File: src/rtl/cap_pkg.sv
package cap_pkg;
  localparam int CAP_DW = 64;
  localparam int CAP_NUMW = 6;

  typedef enum logic [2:0] {
    OP_NONE,
    OP_WR_LEG,
    OP_WR_FULL,
    OP_WR_FX,
    OP_RD
  } cap_op_e;

  typedef struct packed {
    cap_op_e               op;
    logic                  grp_fx;
    logic                  fast;
    logic                  exists;
    logic [CAP_NUMW-1:0]   num;
  } cap_req_t;
endpackage

File: src/rtl/cap_decode.sv
module cap_decode import cap_pkg::*; #(
  parameter int NUM_GP = 4,
  parameter int NUM_FX = 3
) (
  input  logic         req_valid,
  input  logic         req_write,
  input  logic         req_by_index,
  input  logic [7:0]   req_addr,
  input  logic [31:0]  req_index,
  output cap_req_t     dec
);
  always_comb begin
    dec = '0;
    dec.op = OP_NONE;
    if (req_valid) begin
      if (!req_write && req_by_index) begin
        dec.op     = OP_RD;
        dec.grp_fx = req_index[30];
        dec.fast   = req_index[31];
        dec.num    = req_index[CAP_NUMW-1:0];
        dec.exists = req_index[30] ? (req_index[29:0] < 30'(NUM_FX))
                                   : (req_index[29:0] < 30'(NUM_GP));
      end else begin
        dec.num = req_addr[CAP_NUMW-1:0];
        unique case (req_addr[7:6])
          2'b00: begin
            dec.op     = req_write ? OP_WR_LEG : OP_RD;
            dec.exists = req_addr[5:0] < 6'(NUM_GP);
          end
          2'b01: begin
            dec.op     = req_write ? OP_WR_FULL : OP_RD;
            dec.exists = req_addr[5:0] < 6'(NUM_GP);
          end
          2'b10: begin
            dec.op     = req_write ? OP_WR_FX : OP_RD;
            dec.grp_fx = 1'b1;
            dec.exists = req_addr[5:0] < 6'(NUM_FX);
          end
          default: begin
            dec.op     = req_write ? OP_WR_LEG : OP_RD;
            dec.exists = 1'b0;
          end
        endcase
      end
    end
  end
endmodule

File: src/rtl/cap_wshape.sv
module cap_wshape import cap_pkg::*; #(
  parameter int GP_W = 48,
  parameter int FX_W = 40
) (
  input  cap_op_e            op,
  input  logic [CAP_DW-1:0]  wdata,
  output logic [CAP_DW-1:0]  shaped,
  output logic               too_wide
);
  localparam logic [CAP_DW-1:0] GP_MASK =
    (GP_W >= CAP_DW) ? '1 : ((CAP_DW'(1) << GP_W) - CAP_DW'(1));
  localparam logic [CAP_DW-1:0] FX_MASK =
    (FX_W >= CAP_DW) ? '1 : ((CAP_DW'(1) << FX_W) - CAP_DW'(1));

  logic [CAP_DW-1:0] sext;
  assign sext = {{(CAP_DW-32){wdata[31]}}, wdata[31:0]};

  always_comb begin
    shaped   = '0;
    too_wide = 1'b0;
    unique case (op)
      OP_WR_LEG:  shaped = sext & GP_MASK;
      OP_WR_FULL: begin
        shaped   = wdata & GP_MASK;
        too_wide = |(wdata & ~GP_MASK);
      end
      OP_WR_FX:   shaped = wdata & FX_MASK;
      default:    shaped = '0;
    endcase
  end
endmodule

File: src/rtl/cap_rsel.sv
module cap_rsel import cap_pkg::*; #(
  parameter int NUM_GP = 4,
  parameter int NUM_FX = 3,
  parameter int GP_W   = 48,
  parameter int FX_W   = 40
) (
  input  logic                    grp_fx,
  input  logic                    fast,
  input  logic [CAP_NUMW-1:0]     num,
  input  logic [NUM_GP*GP_W-1:0]  gp_values,
  input  logic [NUM_FX*FX_W-1:0]  fx_values,
  output logic [CAP_DW-1:0]       value
);
  logic [CAP_DW-1:0] gp_arr [NUM_GP];
  logic [CAP_DW-1:0] fx_arr [NUM_FX];
  logic [CAP_DW-1:0] picked;

  for (genvar g = 0; g < NUM_GP; g++) begin : g_gp
    assign gp_arr[g] = CAP_DW'(gp_values[g*GP_W +: GP_W]);
  end
  for (genvar f = 0; f < NUM_FX; f++) begin : g_fx
    assign fx_arr[f] = CAP_DW'(fx_values[f*FX_W +: FX_W]);
  end

  always_comb begin
    picked = '0;
    if (grp_fx) begin
      for (int i = 0; i < NUM_FX; i++)
        if (num == CAP_NUMW'(i)) picked = fx_arr[i];
    end else begin
      for (int i = 0; i < NUM_GP; i++)
        if (num == CAP_NUMW'(i)) picked = gp_arr[i];
    end
    value = fast ? {32'd0, picked[31:0]} : picked;
  end
endmodule

File: src/rtl/ctr_access_port.sv
module ctr_access_port import cap_pkg::*; #(
  parameter int NUM_GP = 4,
  parameter int NUM_FX = 3,
  parameter int GP_W   = 48,
  parameter int FX_W   = 40
) (
  input  logic                    clk,
  input  logic                    rst,
  input  logic                    req_valid,
  input  logic                    req_write,
  input  logic                    req_by_index,
  input  logic [7:0]              req_addr,
  input  logic [31:0]             req_index,
  input  logic [63:0]             req_wdata,
  input  logic [NUM_GP*GP_W-1:0]  gp_values,
  input  logic [NUM_FX*FX_W-1:0]  fx_values,
  output logic [NUM_GP-1:0]       gp_wr_en,
  output logic [NUM_FX-1:0]       fx_wr_en,
  output logic [63:0]             wr_data,
  output logic                    rd_valid,
  output logic [63:0]             rd_data,
  output logic                    fault
);
  cap_req_t          dec;
  logic [CAP_DW-1:0] shaped;
  logic              too_wide;
  logic [CAP_DW-1:0] rvalue;

  cap_decode #(.NUM_GP(NUM_GP), .NUM_FX(NUM_FX)) u_dec (
    .req_valid(req_valid), .req_write(req_write), .req_by_index(req_by_index),
    .req_addr(req_addr), .req_index(req_index), .dec(dec)
  );

  cap_wshape #(.GP_W(GP_W), .FX_W(FX_W)) u_wsh (
    .op(dec.op), .wdata(req_wdata), .shaped(shaped), .too_wide(too_wide)
  );

  cap_rsel #(.NUM_GP(NUM_GP), .NUM_FX(NUM_FX), .GP_W(GP_W), .FX_W(FX_W)) u_rsel (
    .grp_fx(dec.grp_fx), .fast(dec.fast), .num(dec.num),
    .gp_values(gp_values), .fx_values(fx_values), .value(rvalue)
  );

  always_ff @(posedge clk) begin
    if (rst) begin
      gp_wr_en <= '0;
      fx_wr_en <= '0;
      wr_data  <= '0;
      rd_valid <= 1'b0;
      rd_data  <= '0;
      fault    <= 1'b0;
    end else begin
      gp_wr_en <= '0;
      fx_wr_en <= '0;
      wr_data  <= '0;
      rd_valid <= 1'b0;
      rd_data  <= '0;
      fault    <= 1'b0;
      if (dec.op != OP_NONE) begin
        if (!dec.exists || too_wide) begin
          fault <= 1'b1;
        end else if (dec.op == OP_RD) begin
          rd_valid <= 1'b1;
          rd_data  <= rvalue;
        end else begin
          wr_data <= shaped;
          if (dec.grp_fx) begin
            for (int i = 0; i < NUM_FX; i++)
              fx_wr_en[i] <= (dec.num == CAP_NUMW'(i));
          end else begin
            for (int i = 0; i < NUM_GP; i++)
              gp_wr_en[i] <= (dec.num == CAP_NUMW'(i));
          end
        end
      end
    end
  end
endmodule

File: config.mk
export PLATFORM = sky130hd
export DESIGN_NAME = ctr_access_port
export DESIGN_NICKNAME = d
export VERILOG_FILES = /design/src/rtl/cap_pkg.sv /design/src/rtl/cap_decode.sv /design/src/rtl/cap_wshape.sv /design/src/rtl/cap_rsel.sv /design/src/rtl/ctr_access_port.sv
export SDC_FILE = /design/constraint.sdc
export NUM_CORES = 1
export LEC_CHECK = 0
export BUFFER_PORTS_ARGS = -buffer_cell sky130_fd_sc_hd__buf_2
export CAP_MARGIN = 0
export CORE_AREA = 5 5 213 215
export CTS_BUF_LIST = sky130_fd_sc_hd__clkbuf_4
export DETAILED_ROUTE_END_ITERATION = 7
export DIE_AREA = 0 0 218 220
export HOLD_SLACK_MARGIN = 0.08
export PLACE_DENSITY = 0.44
export SLEW_MARGIN = 20
export SYNTH_ARGS = -nofsm -noshare
export SYNTH_HDL_FRONTEND = slang
export SYNTH_SLANG_ARGS = --single-unit
File: constraint.sdc
create_clock -name clk -period 2 [get_ports clk]
set_input_delay 0 -clock clk [delete_from_list [all_inputs] [get_ports clk]]
set_output_delay 0 -clock clk [all_outputs]
set_load 0.01 [all_outputs]
==> results.md <==
* CP Capture Type: flop
* Adder-Cell Fraction of Synth Area at 0.825%
* Die Wd at 218 um
* Area contributors post-synth: dfxtp_1 35%, mux2i_1 7.1%, o2bb2ai_1 6.9%
* Area delta synth->final at 119%
* DP HPWL at 31200 um
* Via count at 9402
* First DRT Iteration DRCs at 499
* Routability Congestion at 0.889
* WL met1 at 15700 um
* Main combinational cell family by area after synthesis: compound AO/OA/AOI/OAI gates
* Cell Area, Synth at 0.00606 mm2
* Slew headroom at 45.4%
* WL final at 41000 um
* Vias in the first global route at 9941
* Post-DRT Antenna Nets at 0
* Routed vias/inst at 4.23
* GRT Total Usage at 15.9%
* GR Overflow Total at 0
* Root buf cell: clkbuf_4
* Failing checks: negative setup slack
* Placed insts at 1889
* Synth Area in XOR/XNOR at 0%
* Type of the most critical hold path: in -> reg
* Slew @ Worst Pin at 0.819 ns
* Synth cell types at 49
* Worst setup SP type: input pin
* Total core area at 0.0435 mm2
* CTS tree: built
* Initial antenna violation count at 5
* DRC viols at 0
* RSZ-0062 raised after global routing: true
* Post-route non-filler standard cell count at 2224
* Ys flop type: dfxtp_1
* Pwr dens at 385 mW/mm2
* CTS Buffer Depth at 2
* Min-Delay Path Depth at 5
* CP top delay family: buffers and inverters
* Slowest stage cell, crit path: dlygate4sd3_1
* CP Buf/Inv Count at 5
* Synthesized instance count at 759
* CTS sink cnt at 105
* First-pass GRT wire length at 57600 um
* EDFF count, synth at 0
* Detailed-router iteration count before antenna repair at 5
* Final WS setup at -0.0416 ns
* Final #Nets at 2048
* Ys async rst share at 0%
* Commonest non-fill, non-tap cells in the layout: 525 x buf_2, 306 x dlygate4sd3_1, 106 x nand2_1
* Max Fclk at 490 MHz
* Fin crit share at 102%
* Layout cells sized above 1 at 40.3%
* Fin crit period at 2.04 ns
* Max-cap viol count at 0
* Path type of the worst setup path: in -> reg
* DR top layer: met5
* CTS H-Tree Depth at 3
* Worst-path cell chain: dlygate4sd3_1, buf_2, nand2_1, o21ai_2, o21ai_4, buf_12, buf_12, nor2_1, a211o_1, dlygate4sd3_1, a21oi_1
* Crit path largest cell delay at 0.54 ns
* Synth Area in Compound Gates at 27.0%
* Critical Path RT at 2.50 ns
* Status: finished with violations
* # rows at 77
* Worst Path Max Fanout at 21
* Worst vdd ir at 0.000210 V
* Reg clk slew, reported paths at 0.20 ns
* Final setup violation count at 6
* Sequential share of the synthesized area at 34.7%
* Number of synthesized register bits at 105
* Multiplexer share of the synthesized area at 7.10%
* PortBufs at 525
* Met2 wire len at 20300 um
* Top cell type's share of synthesized area at 34.7%
* CP Depth at 11
* Arrival @ worst endpoint at 2.54 ns
* Pleak at 0.00610 uW
* Die height at 220 um
* Max Slew Vio Count at 0
* Ys Warns at 0
* Largest net degree at the start of global routing at 50
* Fin. Hold Viols at 0
* Cts bufs inserted at 9
* Die footprint at 0.0480 mm2
* Most common cell after layout, fill and taps aside: buf_2
* Starting Density at 13.9%
* Finished Core Util at 30.5%
* Area leader, netlist: dfxtp_1
* Met3 Routed Length at 2910 um
* Post-Synth Simple-Gate Area at 21.7%
* Syn avg cell area at 7.99 um2
* Io pins at 558
* DR WL/cell at 18.5 um
==> power breakdown <==
group	internal (uW)	switching [uW]
sequential	2100	0.730
combinational	1080	772
clock	263	894
total	3440	1670
==> registers in the layout, summed over array words and instances (netlist names) <==
register,count
fault,1
fx_wr_en,3
gp_wr_en,4
rd_data,48
rd_valid,1
wr_data,48
==> layer usage <==
layer  global-route usage (%)  vias to the layer above
li1                         -                     4405
met1                     17.4                     4364
met2                     28.3                      526
met3                     3.53                      105
met4                     9.06                        2
met5                        0                        -
==> Yosys cell counts (2+ instances only) <==
| library cell | instances |
|---|---|
| nand2_1 | 106 |
| dfxtp_1 | 105 |
| nor2_1 | 98 |
| a21oi_1 | 64 |
| o2bb2ai_1 | 48 |
| mux2i_1 | 43 |
| clkbuf_1 | 36 |
| and2_1 | 32 |
| buf_4 | 32 |
| a211o_1 | 22 |
| a2bb2oi_1 | 22 |
| buf_2 | 19 |
| a31oi_1 | 16 |
| o221ai_1 | 14 |
| o21ai_0 | 12 |
| nor4_1 | 11 |
| a32oi_1 | 10 |
| inv_1 | 7 |
| ha_1 | 4 |
| nand2b_1 | 4 |
| nand3_1 | 4 |
| nand4_1 | 4 |
| nor2b_1 | 4 |
| o221a_2 | 4 |
| or4_1 | 3 |
| a21o_1 | 2 |
| and3_1 | 2 |
| buf_1 | 2 |
| buf_6 | 2 |
| nor3_2 | 2 |
| nor3b_1 | 2 |
| nor4_4 | 2 |
| o21ai_1 | 2 |
| o31ai_1 | 2 |
| or2_2 | 2 |
| or3_1 | 2 |
==> final timing paths <==
check	from	to
setup / recovery	req_addr[1]	rd_data[4]$_SDFF_PP0_
hold / removal	gp_values[108]	rd_data[12]$_SDFF_PP0_
==> tightest hold or removal path, cell delays in order <==
cell and delay (ns):
buf_2 0.09, nor2_1 0.04, a21oi_1 0.15, o21ai_0 0.19, a21oi_1 0.17
==> stage by stage <==
step | TNS (ns) | hold slack, ns | power, uW | worst slack, ns | instance area, um2
finish | -0.121 | 0.0904 | 5110 | -0.0416 | 13300
global route | -0.695 | 0.0989 | 5420 | -0.0763 | 13300
CTS | 0 | 0.0853 | 5170 | 0.00910 | 13100
detailed placement | -4.36 | 0.204 | 3450 | -0.272 | 9890
global placement | -2.66 | 0.200 | 3450 | -0.205 | 9890
floorplan | 0 | 0.114 | 2710 | 0.252 | 6180
==> logic make-up (layout without fill, tap and decap cells) <==
| logic type | Yosys count | after routing |
|---|---|---|
| AO/OA/AOI/OAI | 224 | 224 |
| multiplexers | 43 | 43 |
| adder cells (fa/ha/maj) | 4 | 4 |
| flip-flops | 105 | 105 |
| AND/OR/NAND/NOR | 284 | 284 |
| other | 1 | 36 |
| buffers and inverters | 98 | 936 |
==> final cells by class <==
type	count	area (um2)
Inverter	7	26.3
Fill cell	4673	30300
Antenna cell	4	10.0
Clock inverter	7	51.3
Timing Repair Buffer	913	6570
Sequential cell	105	2100
Multi-Input combinational cell	587	3710
Tap cell	592	741
Clock buffer	9	67.6
==> repair_timing <==
action,CTS,global route
buffers inserted,0,7
endpoints found under the setup margin,0,44
hold buffers,305,2
endpoints found under the hold margin,104,1
gates resized for setup,0,17
Note: power is estimated with default switching activity, not from simulation.
